**config.mk**
```make
export PLATFORM = sky130hd
export DESIGN_NAME = inc_borrow_incr
export DESIGN_NICKNAME = d
export VERILOG_FILES = /design/src/rtl/inc_pkg.sv /design/src/rtl/inc_gate.sv /design/src/rtl/inc_cflip.sv /design/src/rtl/inc_ginv.sv /design/src/rtl/inc_sub_pass.sv /design/src/rtl/inc_borrow_incr.sv
export SDC_FILE = /design/constraint.sdc
export NUM_CORES = 1
export LEC_CHECK = 0
export CAP_MARGIN = 20
export CORE_MARGIN = 3
export CORE_UTILIZATION = 45
export DETAILED_ROUTE_END_ITERATION = 8
export GPL_TIMING_DRIVEN = 0
export SKIP_CTS_REPAIR_TIMING = 1
export SLEW_MARGIN = 20
export SYNTH_ARGS = -nofsm -noshare
export SYNTH_HDL_FRONTEND = slang
export SYNTH_HIERARCHICAL = 1
export SYNTH_SLANG_ARGS = --single-unit
```
**constraint.sdc**
```tcl
create_clock -name clk -period 0.8 [get_ports clk]
set_input_delay 0.16 -clock clk [delete_from_list [all_inputs] [get_ports clk]]
set_output_delay 0.16 -clock clk [all_outputs]
set_load 0.02 [all_outputs]
```
**src/rtl/inc_pkg.sv**
```systemverilog
package inc_pkg;

    // Kind of reversible stage applied to the wire bundle
    typedef enum logic [1:0] {
        GATE_NOT  = 2'd0,
        GATE_CNOT = 2'd1,
        GATE_TOF  = 2'd2
    } gate_e;

    // Bundle layout: carry wire at bit 0, scratch bits directly above it,
    // target bits above the scratch. The target base is 1 + M per instance.
    localparam int unsigned CARRY_POS = 0;
    localparam int unsigned SCR_BASE  = 1;

endpackage

```
**src/rtl/inc_gate.sv**
```systemverilog
module inc_gate #(
    parameter int unsigned   W    = 4,
    parameter inc_pkg::gate_e KIND = inc_pkg::GATE_NOT,
    parameter int unsigned   CA   = 0,
    parameter int unsigned   CB   = 0,
    parameter int unsigned   TGT  = 0
) (
    input  logic [W-1:0] s_i,
    output logic [W-1:0] s_o
);

    // One reversible stage: the target bit is toggled by a constant,
    // by one control or by the AND of two controls.
    logic flip;

    always_comb begin
        unique case (KIND)
            inc_pkg::GATE_CNOT: flip = s_i[CA];
            inc_pkg::GATE_TOF:  flip = s_i[CA] & s_i[CB];
            default:            flip = 1'b1;
        endcase
        s_o      = s_i;
        s_o[TGT] = s_i[TGT] ^ flip;
    end

endmodule

```
**src/rtl/inc_cflip.sv**
```systemverilog
module inc_cflip #(
    parameter int unsigned M = 8
) (
    input  logic [2*M+1:0] s_i,
    output logic [2*M+1:0] s_o
);

    localparam int unsigned W      = 2 * M + 2;
    localparam int unsigned V_BASE = inc_pkg::SCR_BASE + M;
    localparam int unsigned NV     = M + 1;

    // Chain of controlled NOTs: the carry wire complements every target bit
    logic [W-1:0] chain [0:NV];

    assign chain[0] = s_i;

    for (genvar j = 0; j < NV; j++) begin : g_bit
        inc_gate #(
            .W   (W),
            .KIND(inc_pkg::GATE_CNOT),
            .CA  (inc_pkg::CARRY_POS),
            .CB  (inc_pkg::CARRY_POS),
            .TGT (V_BASE + j)
        ) u_cnot (
            .s_i(chain[j]),
            .s_o(chain[j+1])
        );
    end

    assign s_o = chain[NV];

endmodule

```
**src/rtl/inc_ginv.sv**
```systemverilog
module inc_ginv #(
    parameter int unsigned M = 8
) (
    input  logic [2*M+1:0] s_i,
    output logic [2*M+1:0] s_o
);

    localparam int unsigned W = 2 * M + 2;

    // Plain NOT on every scratch bit
    logic [W-1:0] chain [0:M];

    assign chain[0] = s_i;

    for (genvar i = 0; i < M; i++) begin : g_bit
        inc_gate #(
            .W   (W),
            .KIND(inc_pkg::GATE_NOT),
            .CA  (0),
            .CB  (0),
            .TGT (inc_pkg::SCR_BASE + i)
        ) u_not (
            .s_i(chain[i]),
            .s_o(chain[i+1])
        );
    end

    assign s_o = chain[M];

endmodule

```
**src/rtl/inc_sub_pass.sv**
```systemverilog
module inc_sub_pass #(
    parameter int unsigned M = 8
) (
    input  logic [2*M+1:0] s_i,
    output logic [2*M+1:0] s_o
);

    // Reversible ripple subtractor: target := target - scratch - carry,
    // modulo 2^(M+1), with scratch and carry restored. It is the mirror
    // image of a majority / un-majority ripple adder.
    localparam int unsigned W       = 2 * M + 2;
    localparam int unsigned V_BASE  = inc_pkg::SCR_BASE + M;
    localparam int unsigned NG      = 6 * M + 1;
    localparam int unsigned MID     = 3 * M;

    logic [W-1:0] st [0:NG];

    assign st[0] = s_i;

    // Undo the un-majority stages, lowest bit first
    for (genvar i = 0; i < M; i++) begin : g_unuma
        localparam int unsigned XW = (i == 0) ? inc_pkg::CARRY_POS
                                              : inc_pkg::SCR_BASE + i - 1;
        localparam int unsigned YW = V_BASE + i;
        localparam int unsigned ZW = inc_pkg::SCR_BASE + i;
        localparam int unsigned K  = 3 * i;

        inc_gate #(.W(W), .KIND(inc_pkg::GATE_CNOT), .CA(XW), .CB(XW), .TGT(YW))
            u_g0 (.s_i(st[K]),   .s_o(st[K+1]));
        inc_gate #(.W(W), .KIND(inc_pkg::GATE_CNOT), .CA(ZW), .CB(ZW), .TGT(XW))
            u_g1 (.s_i(st[K+1]), .s_o(st[K+2]));
        inc_gate #(.W(W), .KIND(inc_pkg::GATE_TOF),  .CA(XW), .CB(YW), .TGT(ZW))
            u_g2 (.s_i(st[K+2]), .s_o(st[K+3]));
    end

    // Top target bit absorbs the borrow held on the highest scratch wire
    inc_gate #(
        .W   (W),
        .KIND(inc_pkg::GATE_CNOT),
        .CA  (inc_pkg::SCR_BASE + M - 1),
        .CB  (inc_pkg::SCR_BASE + M - 1),
        .TGT (V_BASE + M)
    ) u_top (
        .s_i(st[MID]),
        .s_o(st[MID+1])
    );

    // Undo the majority stages, highest bit first
    for (genvar r = 0; r < M; r++) begin : g_unmaj
        localparam int unsigned I  = M - 1 - r;
        localparam int unsigned XW = (I == 0) ? inc_pkg::CARRY_POS
                                              : inc_pkg::SCR_BASE + I - 1;
        localparam int unsigned YW = V_BASE + I;
        localparam int unsigned ZW = inc_pkg::SCR_BASE + I;
        localparam int unsigned K  = MID + 1 + 3 * r;

        inc_gate #(.W(W), .KIND(inc_pkg::GATE_TOF),  .CA(XW), .CB(YW), .TGT(ZW))
            u_g0 (.s_i(st[K]),   .s_o(st[K+1]));
        inc_gate #(.W(W), .KIND(inc_pkg::GATE_CNOT), .CA(ZW), .CB(ZW), .TGT(XW))
            u_g1 (.s_i(st[K+1]), .s_o(st[K+2]));
        inc_gate #(.W(W), .KIND(inc_pkg::GATE_CNOT), .CA(ZW), .CB(ZW), .TGT(YW))
            u_g2 (.s_i(st[K+2]), .s_o(st[K+3]));
    end

    assign s_o = st[NG];

endmodule

```
**src/rtl/inc_borrow_incr.sv**
```systemverilog
module inc_borrow_incr #(
    parameter int unsigned M = 8
) (
    input  logic         clk,
    input  logic         rst_n,
    input  logic [M:0]   v_in,
    input  logic         c_in,
    input  logic [M-1:0] g_in,
    output logic [M:0]   v_out,
    output logic         c_out,
    output logic [M-1:0] g_out
);

    localparam int unsigned W      = 2 * M + 2;
    localparam int unsigned V_BASE = inc_pkg::SCR_BASE + M;

    // Packed so that carry is bit 0, scratch above, target on top
    typedef struct packed {
        logic [M:0]   v;
        logic [M-1:0] g;
        logic         c;
    } wires_t;

    wires_t       res_d, res_q;

    logic [W-1:0] s_in;
    logic [W-1:0] s_flip;
    logic [W-1:0] s_pass1;
    logic [W-1:0] s_ginv1;
    logic [W-1:0] s_pass2;
    logic [W-1:0] s_ginv2;
    logic [W-1:0] s_fixtop;
    logic [W-1:0] s_done;

    assign s_in = {v_in, g_in, c_in};

    // Carry-controlled complement of the target, opening the sequence
    inc_cflip #(.M(M)) u_flip_head (.s_i(s_in), .s_o(s_flip));

    // First pass: subtract carry and scratch
    inc_sub_pass #(.M(M)) u_pass1 (.s_i(s_flip), .s_o(s_pass1));

    // Second pass runs on the inverted scratch register
    inc_ginv #(.M(M)) u_ginv_pre (.s_i(s_pass1), .s_o(s_ginv1));
    inc_sub_pass #(.M(M)) u_pass2 (.s_i(s_ginv1), .s_o(s_pass2));
    inc_ginv #(.M(M)) u_ginv_post (.s_i(s_pass2), .s_o(s_ginv2));

    // Cancel the toggle of the top target bit left by scratch + ~scratch
    inc_gate #(
        .W   (W),
        .KIND(inc_pkg::GATE_NOT),
        .CA  (0),
        .CB  (0),
        .TGT (V_BASE + M)
    ) u_fix_top (
        .s_i(s_ginv2),
        .s_o(s_fixtop)
    );

    // Carry-controlled complement closing the sequence
    inc_cflip #(.M(M)) u_flip_tail (.s_i(s_fixtop), .s_o(s_done));

    always_comb begin
        res_d = wires_t'(s_done);
    end

    always_ff @(posedge clk or negedge rst_n) begin
        if (!rst_n) begin
            res_q <= '0;
        end else begin
            res_q <= res_d;
        end
    end

    assign v_out = res_q.v;
    assign c_out = res_q.c;
    assign g_out = res_q.g;

endmodule

```
* Word-level counts from Yosys, hierarchy flattened *
Index checks and enable logic that the tools add are counted.

storage, ports and cells
  bits in writable memories = 0
  memory bits (read-only) = 0
  memories kept = 0
  bits of input ports = 20
  bits in latches = 0
  bits in registers = 18

cells by class
  $lt $le $gt $ge = 0
  multiply operators = 0
  add/sub/neg operators = 0
  bitwise operators = 149
  reduce and logical (&&, ||, !) cells = 0
  div/mod/pow operators = 0
  muxes and demuxes = 0
  shift-type cells = 0
  eq/ne operators = 0

operators with widths
  kind               number
  1-bit bitwise XOR  116
  1-bit NOT          17
  1-bit bitwise AND  16

* Longest topological paths before layout *
  word-level depth = 82
  depth in mapped cells = 149
  mapped depth without buffers = 82

* Modules after synthesis *
Netlist, hierarchy kept.

modules (own cells, without submodules)
  module                                       instances  area each (um^2)  cells an instance
  inc_gate at u_flip_head.g_bit[0].u_cnot ...  84         136.4             18
  inc_gate at u_pass1.g_unmaj[0].u_g0 ...      32         140.1             19
  inc_gate at u_fix_top ...                    17         131.4             18
  inc_borrow_incr                              1          450.4             18

* Worst setup path before layout *
No wires, ideal clock.

  kind = input -> register
  start = input port c_in
  end = register res_q, in the netlist v_out[8]
  setup slack = -19.970 ns
  data required time = 0.679 ns
  setup time = 0.121 ns
  stages = 149
  arrival time = 20.649 ns
  buffers on the path = 68
  cells stage by stage = buf_4 buf_4 buf_4 buf_4 buf_4 buf_4 buf_4 buf_4 buf_4 buf_4 xor2_1 nand2_1 xnor2_1 buf_4 xor2_1 nand2_1 xnor2_1 buf_4 [113 not listed] buf_4 buf_4 buf_4 buf_4 buf_4 buf_4 buf_4 buf_4 buf_4 buf_4 buf_4 buf_4 buf_4 buf_4 buf_4 buf_4 buf_4 xor2_1

RTL lines
  element               line                   text
  start, declared       inc_borrow_incr.sv:7   input logic c_in,
  end signal, assigned  inc_borrow_incr.sv:71  res_q <= res_d;
  end, declared         inc_borrow_incr.sv:24  wires_t res_d, res_q;

==> impl_results.md <==
- YS warnings: 6
- Status: finished, violations left
- Most frequent cells in the layout: 1847 x buf_4, 140 x buf_6, 42 x xor2_1
- Gate Count Post-Synth: 2444
- Global route overflow: 0
- Final cycle utilization of the critical path: 2310%
- Fin nets: 2203
- CP arrival: 18610 ps
- CP endpoint kind: flop
- Leading area contributor after synthesis: buf_4
- DRT iter0 DRCs: 35
- Chip Height: 209 um
- GPL Wtd Cong: between 0.6 and 0.7
- Layout area overhead: 1.62%
- Slew @ Worst Pin: 761 ps
- CTS HTree Levels: 1
- TritonRoute pass-1 iters: 3
- Final min period: 18470 ps
- Initial core utilization: 46.2%
- Most common cell after layout, fill and taps aside: buf_4
- Crit path required time: around 940 ps
- Sequential-to-total area share from yosys stat: around 2.4%
- Placed Instances: 2990
- Max-cap violations: 0
- Worst Setup SP: c_in
- CTS root buffer: clkbuf_16
- Hold Crit Class: in2async
- Port Buffers: 21
- Inserted Diodes: 0
- Global-route wire length before repair: 23.4 mm
- Rel. slew slack: 49.2%
- Rows: 73
- GR peak layer: met2
- Failing checks: negative hold slack, negative setup slack
- RSZ-0062 raised after global routing: true
- Setup-failing EPs final: 36
- Crit path capture: v_out[8]$_DFF_PN0_
- DRC viols: 0
- WHS: -26.9 ps
- CTS tree: yes
- Critical path's most frequent cell: buf_4
- Share of cells above drive strength 1: 96.0%
- DPL Wire Length: 11.1 mm
- Met1 capacity usage during global routing: 4.59%
- Die area: about 44000 um^2
- Met3 usage: 0.0897%
- Initial antenna violation count: 0
- Fmax: 0.0541 GHz
- Critical-path top delay cell: xor2_2
- Detail Route Antenna Nets: 0
- Number of hold violations in the final report: 18
- Placeable Area: 40300 um^2
- Crit path largest cell delay: ~300 ps
- Worst Path Max Fanout: 2
- Vias in the first global route: 7557
- Die width: 209 um
- Synth Register Bits: 18
- Clock Path Buffers: 2
- Final Slew Violations: 0
- Clock sink count: 18
- DR WL/cell: 4.36 um
- Clock slew seen by the registers of the worst setup and hold paths: approximately 50 ps
- Syn_nets: 2464
- Top cell type's share of synthesized area: 91.1%
- Clock buffer count from CTS: 3
- Core Util, Final: 47.0%
- Netlist cell types: 6
- Total wire length: 11.8 mm
- Tot GR Track Use: around 5.6%
- Largest net degree at the start of global routing: 19
- Setup ws final: -17670 ps
- Syn_area_per_cell: 7.62 um^2
- Via/cell ratio: 3.02
- Crit Path Category: in2reg
- Final std cells w/o fill: 2707
- Fill cells: 3966
- Ports: 38
- TNS Setup: -302800 ps
- Crit path launch type: primary input
- Mapped Area: ~19000 um^2
- Vias: a little over 8000
- Largest cells by area after synthesis: buf_4 91%, xor2_1 4.0%, dfrtp_1 2.4%, xnor2_1 1.5%, nand2_1 0.64%
- Met2 GRT Util: 13.8%
[layout make-up]
| type | instances | area (um^2) | area share, % |
|---|---|---|---|
| buffer | 1928 | 14900 | 78.5 |
| clock buffer | 4 | 88.8 | 0.469 |
| inverter | 17 | 101 | 0.535 |
| timing repair buffer | 67 | 682 | 3.60 |
| multi-input combinational | 148 | 2080 | 11.0 |
| sequential | 18 | 450 | 2.38 |
| tap | 525 | 657 | 3.47 |
[cells by family after synthesis]
group	count (synthesis)	synth area share, %
simple gates	32	0.645
flops	18	2.42
buf+inv	2278	91.5
xor+xnor	116	5.46
[cells in the mapped netlist, drive strengths merged]
| master | instances |
|---|---|
| xnor2 | 32 |
| xor2 | 84 |
| nand2 | 32 |
| inv | 17 |
| dfrtp | 18 |
| buf | 2261 |
[per-layer routing]
metal | up-vias | part of all wire (%) | routed length [um]
li1 | 4496 | - | -
met1 | 3645 | 31 | 3660
met2 | 39 | 67 | 7890
met3 | 5 | 1.3 | 154
met4 | 0 | 0.81 | 96
met5 | - | 0 | 0
[worst min-delay path by stage]
| stage | startpoint | endpoint | cells after the start |
|---|---|---|---|
| 2_1_floorplan | rst_n | c_out$_DFF_PN0_ | 0 |
| 3_3_place_gp | rst_n | g_out[7]$_DFF_PN0_ | 1 |
| 3_5_place_dp | rst_n | g_out[7]$_DFF_PN0_ | 1 |
| 4_1_cts | rst_n | v_out[6]$_DFF_PN0_ | 1 |
| 5_1_grt | rst_n | v_out[2]$_DFF_PN0_ | 1 |
| 6_report | rst_n | g_out[7]$_DFF_PN0_ | 1 |
[registers in the layout, indices dropped and copies added (netlist names)]
register / count
c_out: 1
v_out: 9
g_out: 8
[critical path, delay by kind of cell]
| family | cells | cell delay [ps] |
|---|---|---|
| XOR/XNOR | 57 | 10230 |
| buffers and inverters | 57 | 6980 |
| AND/OR/NAND/NOR | 14 | 1140 |
[metrics by stage]
| step | instance area (um^2) | setup WS [ps] |
|---|---|---|
| global route | 18900 | -18970 |
| floorplan | 20200 | -18460 |
| detailed placement | 21000 | -20230 |
| finish | 18900 | -17670 |
| CTS | 21100 | -20080 |
| global placement | 21000 | -20110 |
Power is left out: the tool's default activity adds up to more than one toggle a clock period on the data nets, which glitch-free logic cannot reach.
